### config.mk
export PLATFORM = sky130hd
export DESIGN_NAME = mpmul_serial
export DESIGN_NICKNAME = d
export VERILOG_FILES = /design/src/rtl/mpmul_pkg.sv /design/src/rtl/mpmul_digit_mac.sv /design/src/rtl/mpmul_digit_buf.sv /design/src/rtl/mpmul_ctrl.sv /design/src/rtl/mpmul_serial.sv
export SDC_FILE = /design/constraint.sdc
export NUM_CORES = 1
export LEC_CHECK = 0
export BUFFER_PORTS_ARGS = -buffer_cell sky130_fd_sc_hd__buf_4
export CORE_MARGIN = 1.5
export CORE_UTILIZATION = 35
export CTS_CLUSTER_DIAMETER = 30
export DETAILED_ROUTE_END_ITERATION = 8
export PLACE_DENSITY_LB_ADDON = 0.1
export SLEW_MARGIN = 20
export SYNTH_ARGS = -nofsm -noshare
export SYNTH_HDL_FRONTEND = slang
export SYNTH_SLANG_ARGS = --single-unit
### constraint.sdc
create_clock -name clk -period 8.1 [get_ports clk]
set_input_delay 0.405 -clock clk [delete_from_list [all_inputs] [get_ports clk]]
set_output_delay 0.405 -clock clk [all_outputs]
set_load 0.005 [all_outputs]
### src/rtl/mpmul_pkg.sv
package mpmul_pkg;
    typedef enum logic [1:0] {
        S_IDLE = 2'd0,
        S_MAC  = 2'd1,
        S_WB   = 2'd2,
        S_DONE = 2'd3
    } mp_state_t;

    function automatic int unsigned idx_bits(input int unsigned n);
        return (n < 2) ? 1 : $clog2(n);
    endfunction
endpackage

### src/rtl/mpmul_digit_mac.sv
module mpmul_digit_mac #(
    parameter int DIG_W = 4
) (
    input  logic [DIG_W-1:0] t_i,
    input  logic [DIG_W-1:0] a_i,
    input  logic [DIG_W-1:0] b_i,
    input  logic [DIG_W-1:0] c_i,
    output logic [DIG_W-1:0] s_o,
    output logic [DIG_W-1:0] c_o
);
    logic [DIG_W:0]       sum_tc;
    logic [2*DIG_W-1:0]   prod;
    logic [DIG_W:0]       sum_hc;
    logic [DIG_W:0]       sum_ls;
    logic [DIG_W:0]       sum_cc;

    always_comb begin
        sum_tc = {1'b0, t_i} + {1'b0, c_i};
        prod   = (2*DIG_W)'(a_i) * (2*DIG_W)'(b_i);
        sum_hc = {1'b0, prod[2*DIG_W-1:DIG_W]} + (DIG_W+1)'(sum_tc[DIG_W]);
        sum_ls = {1'b0, sum_tc[DIG_W-1:0]} + {1'b0, prod[DIG_W-1:0]};
        sum_cc = {1'b0, sum_hc[DIG_W-1:0]} + (DIG_W+1)'(sum_ls[DIG_W]);
        s_o    = sum_ls[DIG_W-1:0];
        c_o    = sum_cc[DIG_W-1:0];
    end

    always_comb begin
        AST_HC_NO_OVERFLOW: assert (sum_hc[DIG_W] == 1'b0);
        AST_CC_NO_OVERFLOW: assert (sum_cc[DIG_W] == 1'b0);
    end
endmodule

### src/rtl/mpmul_digit_buf.sv
module mpmul_digit_buf #(
    parameter int DIG_W = 4,
    parameter int DEPTH = 8,
    parameter int IDX_W = 3
) (
    input  logic                   clk,
    input  logic                   rst_n,
    input  logic                   clr_i,
    input  logic                   wr_en_i,
    input  logic [IDX_W-1:0]       wr_idx_i,
    input  logic [DIG_W-1:0]       wr_data_i,
    input  logic [IDX_W-1:0]       rd_idx_i,
    output logic [DIG_W-1:0]       rd_data_o,
    output logic [DEPTH*DIG_W-1:0] flat_o
);
    logic [DIG_W-1:0] dig_q [DEPTH];

    for (genvar g = 0; g < DEPTH; g++) begin : g_dig
        always_ff @(posedge clk or negedge rst_n) begin
            if (!rst_n) begin
                dig_q[g] <= '0;
            end else if (clr_i) begin
                dig_q[g] <= '0;
            end else if (wr_en_i && (wr_idx_i == IDX_W'(g))) begin
                dig_q[g] <= wr_data_i;
            end
        end
        assign flat_o[g*DIG_W +: DIG_W] = dig_q[g];
    end

    always_comb begin
        rd_data_o = '0;
        for (int n = 0; n < DEPTH; n++) begin
            if (rd_idx_i == IDX_W'(n)) rd_data_o = dig_q[n];
        end
    end
endmodule

### src/rtl/mpmul_ctrl.sv
module mpmul_ctrl
    import mpmul_pkg::*;
#(
    parameter int DIGITS = 4,
    parameter int IDX_W  = 2
) (
    input  logic             clk,
    input  logic             rst_n,
    input  logic             start_i,
    output logic             load_o,
    output logic             mac_o,
    output logic             wb_o,
    output logic             busy_o,
    output logic             done_o,
    output logic [IDX_W-1:0] i_o,
    output logic [IDX_W-1:0] j_o
);
    localparam logic [IDX_W-1:0] LAST = IDX_W'(DIGITS - 1);

    mp_state_t        state_q, state_d;
    logic [IDX_W-1:0] i_q, i_d, j_q, j_d;

    always_ff @(posedge clk or negedge rst_n) begin
        if (!rst_n) begin
            state_q <= S_IDLE;
            i_q     <= '0;
            j_q     <= '0;
        end else begin
            state_q <= state_d;
            i_q     <= i_d;
            j_q     <= j_d;
        end
    end

    always_comb begin
        state_d = state_q;
        i_d     = i_q;
        j_d     = j_q;
        load_o  = 1'b0;
        mac_o   = 1'b0;
        wb_o    = 1'b0;
        busy_o  = 1'b1;
        done_o  = 1'b0;
        unique case (state_q)
            S_IDLE: begin
                busy_o = 1'b0;
                if (start_i) begin
                    load_o  = 1'b1;
                    i_d     = '0;
                    j_d     = '0;
                    state_d = S_MAC;
                end
            end
            S_MAC: begin
                mac_o = 1'b1;
                if (j_q == LAST) begin
                    state_d = S_WB;
                end else begin
                    j_d = j_q + 1'b1;
                end
            end
            S_WB: begin
                wb_o = 1'b1;
                j_d  = '0;
                if (i_q == LAST) begin
                    state_d = S_DONE;
                end else begin
                    i_d     = i_q + 1'b1;
                    state_d = S_MAC;
                end
            end
            S_DONE: begin
                done_o  = 1'b1;
                state_d = S_IDLE;
            end
            default: state_d = S_IDLE;
        endcase
    end

    assign i_o = i_q;
    assign j_o = j_q;

    AST_DONE_PULSE: assert property (@(posedge clk) disable iff (!rst_n)
        done_o |=> !done_o);
    AST_BUSY_HOLD: assert property (@(posedge clk) disable iff (!rst_n)
        (busy_o && !done_o) |=> busy_o);
    AST_DONE_AFTER_WB: assert property (@(posedge clk) disable iff (!rst_n)
        $rose(done_o) |-> $past(wb_o));
    AST_BUSY_DROPS: assert property (@(posedge clk) disable iff (!rst_n)
        done_o |=> !busy_o);
endmodule

### src/rtl/mpmul_serial.sv
module mpmul_serial
    import mpmul_pkg::*;
#(
    parameter int OP_W  = 16,
    parameter int DIG_W = 4
) (
    input  logic              clk,
    input  logic              rst_n,
    input  logic              start_i,
    input  logic [OP_W-1:0]   op_a_i,
    input  logic [OP_W-1:0]   op_b_i,
    output logic              busy_o,
    output logic              done_o,
    output logic [2*OP_W-1:0] product_o
);
    localparam int DIGITS  = OP_W / DIG_W;
    localparam int RDIGITS = 2 * DIGITS;
    localparam int IDX_W   = idx_bits(DIGITS);
    localparam int RIDX_W  = idx_bits(RDIGITS);
    localparam logic [RIDX_W-1:0] WB_OFS = RIDX_W'(DIGITS);

    logic [OP_W-1:0]   op_a_q, op_b_q;
    logic [DIG_W-1:0]  carry_q;
    logic              load, mac, wb;
    logic [IDX_W-1:0]  i_idx, j_idx;
    logic [RIDX_W-1:0] rd_idx, wr_idx;
    logic [DIG_W-1:0]  t_dig, a_dig, b_dig, s_new, c_new, wr_data;

    mpmul_ctrl #(.DIGITS(DIGITS), .IDX_W(IDX_W)) u_ctrl (
        .clk(clk), .rst_n(rst_n), .start_i(start_i),
        .load_o(load), .mac_o(mac), .wb_o(wb),
        .busy_o(busy_o), .done_o(done_o),
        .i_o(i_idx), .j_o(j_idx)
    );

    always_ff @(posedge clk or negedge rst_n) begin
        if (!rst_n) begin
            op_a_q  <= '0;
            op_b_q  <= '0;
            carry_q <= '0;
        end else begin
            if (load) begin
                op_a_q <= op_a_i;
                op_b_q <= op_b_i;
            end
            if (load || wb) carry_q <= '0;
            else if (mac)   carry_q <= c_new;
        end
    end

    assign a_dig   = op_a_q[j_idx*DIG_W +: DIG_W];
    assign b_dig   = op_b_q[i_idx*DIG_W +: DIG_W];
    assign rd_idx  = RIDX_W'(i_idx) + RIDX_W'(j_idx);
    assign wr_idx  = wb ? (RIDX_W'(i_idx) + WB_OFS) : rd_idx;
    assign wr_data = wb ? carry_q : s_new;

    mpmul_digit_mac #(.DIG_W(DIG_W)) u_mac (
        .t_i(t_dig), .a_i(a_dig), .b_i(b_dig), .c_i(carry_q),
        .s_o(s_new), .c_o(c_new)
    );

    mpmul_digit_buf #(.DIG_W(DIG_W), .DEPTH(RDIGITS), .IDX_W(RIDX_W)) u_buf (
        .clk(clk), .rst_n(rst_n), .clr_i(load),
        .wr_en_i(mac || wb), .wr_idx_i(wr_idx), .wr_data_i(wr_data),
        .rd_idx_i(rd_idx), .rd_data_o(t_dig), .flat_o(product_o)
    );

    AST_OPERANDS_HELD: assert property (@(posedge clk) disable iff (!rst_n)
        busy_o |=> ($stable(op_a_q) && $stable(op_b_q)));
    AST_IDLE_PRODUCT_STABLE: assert property (@(posedge clk) disable iff (!rst_n)
        (!busy_o && !start_i) |=> $stable(product_o));
    AST_CLEAR_ON_LOAD: assert property (@(posedge clk) disable iff (!rst_n)
        load |=> (product_o == '0));
endmodule

==> results of run 1 <==
[kinds of logic after synthesis]
family                   count (synthesis)  share of synthesized area [%]
XOR/XNOR                                 8                          1.783
AO/OA/AOI/OAI                           67                          9.086
flip-flops                              74                          42.55
AND/OR/NAND/NOR                         97                          11.53
multiplexers                            57                          19.44
adder cells (fa/ha/maj)                 38                          12.31
buffers and inverters                   33                          3.307
[critical path: stages, from the launching register on]
cell and delay [ns]:
dfrtp_1 0.58, ha_1 0.31, fa_1 0.84, mux4_1 0.24, mux2_2 0.15, ha_1 0.16, inv_1 0.05, fa_1 0.47
inv_1 0.07, fa_1 0.43, a21o_1 0.18, a21o_1 0.19, fa_1 0.47, ha_1 0.21, xnor2_1 0.12, a211oi_1 0.23
[stage by stage]
stage          cell area, µm²  instances
6_report                 5318        612
5_1_grt                  5318        612
4_1_cts                  5298        611
3_5_place_dp             5002        595
3_3_place_gp             5002        595
2_1_floorplan            4352        374
[cell usage after synthesis, types with 5 or more instances]
cell type	n
nand2b_1	8
and2_1	9
mux4_1	7
nor2_1	9
o21ai_0	33
o21ai_1	12
nand2_1	22
buf_2	10
xnor2_1	5
fa_1	8
mux4_2	9
ha_1	30
a21oi_1	5
dfrtp_1	74
inv_1	16
mux2_2	39
nand3_1	34
[sequential cells by signal (all words and copies together), names as in the netlist]
| name | cells |
|---|---|
| u_buf.flat_o | 32 |
| op_a_q | 16 |
| op_b_q | 16 |
| carry_q | 4 |
| u_ctrl.i_o | 2 |
| u_ctrl.j_o | 2 |
| u_ctrl.state_q | 2 |
[per-layer routing]
layer | global-route usage [%] | wire [µm] | vias to the layer above | share of wire (%)
met4 | 7.250 | 210 | 0 | 2.0
met5 | 0 | 0 | - | 0
met2 | 25.91 | 4651 | 73 | 45
met1 | 23.74 | 4998 | 1529 | 49
li1 | - | - | 1493 | -
met3 | 4.182 | 442 | 14 | 4.3
[cell usage in the layout (no fill, tap or decap), types with 2 or more instances in the layout]
cell type,netlist,final
dfrtp_1,74,74
buf_4,0,69
mux2_2,39,39
nand3_1,34,34
o21ai_0,33,33
ha_1,30,30
nand2_1,22,21
inv_1,16,16
o21ai_1,12,12
nor2_1,9,9
mux4_2,9,9
and2_1,9,9
clkbuf_16,0,9
nand2b_1,8,8
fa_1,8,8
mux4_1,7,7
xnor2_1,5,5
a21oi_1,5,5
a21o_1,4,4
nor3_1,3,3
a22o_1,3,3
xor2_1,2,2
a21oi_2,2,2
mux2i_1,2,2
a211o_1,2,2
clkinv_2,0,2
clkinv_4,0,2
[worst max path at each step]
stage,startpoint,endpoint,slack [ns],cells past startpoint
after global placement,u_ctrl.i_o[0],carry_q[2],3.37,15
after global routing,u_ctrl.i_o[0],carry_q[2],3.00,15
after floorplan,u_ctrl.i_o[0],carry_q[2],3.77,13
after CTS,u_ctrl.i_o[0],carry_q[2],3.26,15
final,u_ctrl.i_o[0],carry_q[2],3.28,15
after detailed placement,u_ctrl.i_o[0],carry_q[2],3.28,15
[layout make-up]
type / count / area [µm²] / area share [%]
repair buffers: 70 / 538.0 / 10.12
flip-flops and latches: 74 / 1852 / 34.82
well taps: 168 / 210.2 / 3.953
inverters: 17 / 63.81 / 1.200
multi-input cells: 267 / 2359 / 44.35
clock inverters: 6 / 66.31 / 1.247
clock buffers: 10 / 229.0 / 4.306
==> flow_metrics.env, run 1 <==
export IMPL_outcome="finished with violations"
export IMPL_violations="negative hold slack"
export IMPL_reg2reg_slack_ns=3.28
export IMPL_cp_max_fo=13
export IMPL_cts_tree="yes"
export IMPL_cts_hold_buffers=0
export IMPL_wl_per_cell_um=16.83
export IMPL_grt_pass1_wl_um=16810
export IMPL_ys_warn_count=0
export IMPL_r2r_start="u_ctrl.i_o[0]"
export IMPL_worst_pin_slew_ns=0.8312
export IMPL_path_class="flip-flop to flip-flop"
export IMPL_core_area_um2=12060
export IMPL_cp_end_kind="flip-flop"
export IMPL_holdWs_ns=-0.001926
export IMPL_hpwlAfterDp_um=7319
export IMPL_postCtsSetupBuffers=0
export IMPL_cp_arrival_ns=5.06
export IMPL_fp_row_count=40
export IMPL_viasPerCell=5.080
export IMPL_drc=0
export IMPL_rr_worst_depth=15
export IMPL_place_congestion=0.7746
export IMPL_vias=3109
export IMPL_start_kind="flip-flop"
export IMPL_nNetsFinal=512
export IMPL_synth_area_top_cells="dfrtp_1 43%, mux2_2 10%, ha_1 8.6%"
export IMPL_root_buffer="clkbuf_16"
export IMPL_synth_area_per_cell_um2=11.64
export IMPL_drtIter0Drc=88
export IMPL_mappedNetlistNets=447
export IMPL_post_place_ws_ns=3.282
export IMPL_post_synth_top_area_cell="dfrtp_1"
export IMPL_numCtsBuffers=9
export IMPL_routed_wl_um=10300
export IMPL_drt_pass1_iterations=4
export IMPL_relSlewSlack_pct=44.59
export IMPL_max_freq_mhz=207.6
export IMPL_synthDistinctLibCells=47
export IMPL_synth_edf_count=0
export IMPL_ctsHtreeMaxLevel=3
export IMPL_slew_viol_final=0
export IMPL_worst_slack_ns=3.282
export IMPL_syn_inst=374
export IMPL_dieHeight_um=114.5
export IMPL_first_global_vias=3164
export IMPL_antenna_found_initial=0
export IMPL_min_period_ns=4.818
export IMPL_hold_violations=1
export IMPL_cts_resized=0
export IMPL_tns_ns=0
export IMPL_clk_pin_slew_ns=0.06
export IMPL_fin_util_pct=44.09
export IMPL_drive_gt1_share_pct=31.76
export IMPL_pin_count=69
export IMPL_yosys_most_used_dff="dfrtp_1"
export IMPL_die_area_um2=13110
export IMPL_hold_class="primary input to asynchronous set/reset pin"
export IMPL_setup_viol=0
export IMPL_grt_max_degree=75
export IMPL_async_flop_share_pct=100.0
export IMPL_crit_required_ns=8.35
export IMPL_yosysSeqAreaShare_pct=42.55
export IMPL_clkLatencyLatePin_ns=0.34
export IMPL_diodes=0
export IMPL_reg2reg_to="carry_q[2]"
export IMPL_start_util_pct=36.08
export IMPL_finClkSkew_ns=0.006870
export IMPL_synth_top_area_share_pct=42.55
export IMPL_syn_to_final_growth_pct=22.20
export IMPL_cts_sinks=74
export IMPL_ys_ff_latch=74
export IMPL_syn_area_um2=4352
export IMPL_maxCapViolCount=0
export IMPL_grt_ovfl_total=0
export IMPL_gr_usage_all_layers_pct=17.22
export IMPL_n_fill_cell=1171
export IMPL_finalCritPeriodShare_pct=59.48
export IMPL_antenna_left=0
export IMPL_die_x_um=114.5
export IMPL_clock_path_buffers=2
export IMPL_rsz0062_at_grt="no"
export IMPL_io_buffers=68
Power of run 1 is left out: the tool's default activity adds up to more than one toggle a clock period on the data nets, which glitch-free logic cannot reach.
==> run 2: changes to the inputs <==
==> constraint.sdc (replaced) <==
create_clock -name clk -period 4.1 [get_ports clk]
set_input_delay 0.205 -clock clk [delete_from_list [all_inputs] [get_ports clk]]
set_output_delay 0.205 -clock clk [all_outputs]
set_load 0.005 [all_outputs]
==> run 2 against run 1 <==
The flow finishes with violations (negative setup slack); sequential share of layout area down 2.4 points; flip-flop and latch count unchanged; critical path depth unchanged; clock skew down 0.00080 ns; setup slack worse by 3.3 ns; wire length up 4.5%; via count up 3.5%; worst hold slack better by 0.025 ns.
==> flow_metrics.env, run 2 (synthesized netlist as in run 1, its figures left out) <==
export IMPL_drtIter0Drc=140
export IMPL_numCtsBuffers=9
export IMPL_reg2reg_to="carry_q[2]"
export IMPL_nNetsFinal=542
export IMPL_io_buffers=68
export IMPL_violations="negative setup slack"
export IMPL_r2r_start="u_ctrl.i_o[0]"
export IMPL_start_kind="flip-flop"
export IMPL_grt_pass1_wl_um=17600
export IMPL_placed_area_um2=5192
export IMPL_root_buffer="clkbuf_16"
export IMPL_hold_violations=0
export IMPL_drt_pass1_iterations=4
export IMPL_cp_end_kind="flip-flop"
export IMPL_path_class="flip-flop to flip-flop"
export IMPL_wl_per_cell_um=16.80
export IMPL_die_area_um2=13110
export IMPL_post_place_ws_ns=-0.2260
export IMPL_routed_wl_um=10770
export IMPL_place_congestion=0.7670
export IMPL_pin_count=69
export IMPL_rsz0062_at_grt="yes"
export IMPL_syn_to_final_growth_pct=31.51
export IMPL_core_area_um2=12060
export IMPL_die_x_um=114.5
export IMPL_hold_class="primary input to asynchronous set/reset pin"
export IMPL_largest_reg_flops=32
export IMPL_drive_gt1_share_pct=41.65
export IMPL_clk_pin_slew_ns=0.06
export IMPL_cts_sinks=74
export IMPL_dieHeight_um=114.5
export IMPL_viasPerCell=5.019
export IMPL_holdWs_ns=0.02309
export IMPL_relSlewSlack_pct=35.03
export IMPL_start_util_pct=36.08
export IMPL_endpoint="carry_q[2]"
export IMPL_first_global_vias=3315
export IMPL_finClkSkew_ns=0.006073
export IMPL_cts_hold_buffers=0
export IMPL_worst_slack_ns=-0.01919
export IMPL_ctsHtreeMaxLevel=3
export IMPL_slew_viol_final=0
export IMPL_crit_required_ns=4.36
export IMPL_gr_usage_all_layers_pct=17.91
export IMPL_startpoint="u_ctrl.i_o[0]"
export IMPL_cp_arrival_ns=4.38
export IMPL_max_freq_mhz=242.8
export IMPL_final_common_cell="buf_4"
export IMPL_antenna_found_initial=0
export IMPL_rr_worst_depth=15
export IMPL_antenna_left=0
export IMPL_final_cell_area_um2=5723
export IMPL_grt_max_degree=75
export IMPL_layout_common_cells="96 x buf_4, 72 x dfrtp_1, 37 x mux2_2, 33 x nand3_1, 30 x o21ai_0"
export IMPL_vias=3217
export IMPL_maxCapViolCount=0
export IMPL_grt_ovfl_total=0
export IMPL_worst_pin_slew_ns=0.9746
export IMPL_setup_viol=1
export IMPL_cts_tree="yes"
export IMPL_reg2reg_slack_ns=-0.02
export IMPL_fp_row_count=40
export IMPL_diodes=0
export IMPL_finalCritPeriodShare_pct=100.5
export IMPL_min_period_ns=4.119
export IMPL_outcome="finished with violations"
export IMPL_drc=0
export IMPL_hpwlAfterDp_um=7789
export IMPL_clock_path_buffers=2
export IMPL_cp_max_fo=7
export IMPL_clkLatencyLatePin_ns=0.35
-- run 2: cell count changes in the layout (fill, tap and decap cells not counted), moves of 3 or more --
cell	delta
ha_4	+6
o21ai_0	-3
o21ai_1	+3
mux4_1	-3
mux4_2	+3
buf_6	+3
fa_1	-4
ha_1	-7
fa_2	+4
nand2_1	-3
buf_4	+27
-- run 2: repair_timing --
item	CTS	global route
endpoints found under the setup margin	20	18
setup buffers	7	2
pin swaps	15	15
gates cloned	0	0
gates resized for setup	19	18
-- run 2: routing by layer --
layer	vias up	wire, µm	track usage [%]
li1	1541	-	-
met1	1609	5270	25.08
met2	57	4951	26.87
met3	10	413	4.764
met4	0	131	6.083
met5	-	0	0
-- run 2: how the worst min path moves through the flow --
stage	startpoint	to	slack, ns	cells past startpoint
floorplan	rst_n	carry_q[0]	-0.09	0
global placement	rst_n	op_b_q[14]	0.43	1
detailed placement	rst_n	op_b_q[6]	0.43	1
CTS	rst_n	op_b_q[6]	0.06	1
global route	op_b_i[0]	op_b_q[0]	0.08	2
finish	rst_n	op_b_q[14]	0.02	1
-- run 2: area by class of cell --
cell class                 instances  area, µm²
clock buffer                      10      229.0
multi-input combinational        267       2487
fill                            1117       6339
timing repair buffer             100      774.5
tap                              168      210.2
clock inverter                     5      103.9
sequential                        74       1854
inverter                          17      63.81
-- run 2: worst max-delay path: stages, from the launching register on --
cell      delay, ns
dfrtp_2        0.48
ha_4           0.19
fa_2           0.67
mux4_2         0.23
mux2_4         0.16
ha_4           0.13
inv_2          0.03
fa_2           0.52
inv_2          0.05
fa_2           0.36
a21o_1         0.16
a21o_1         0.17
fa_2           0.38
ha_4           0.18
xnor2_2        0.12
a211oi_2       0.21
-- run 2: per-stage QoR --
step,utilization (%),TNS [ns],cells
2_1_floorplan,-,0,374
3_3_place_gp,43.05,-0.5833,618
3_5_place_dp,43.05,-1.546,618
4_1_cts,46.79,-0.007783,639
5_1_grt,47.45,-0.3399,641
6_report,47.45,-0.01919,641
Power of run 2 is left out for the same reason.
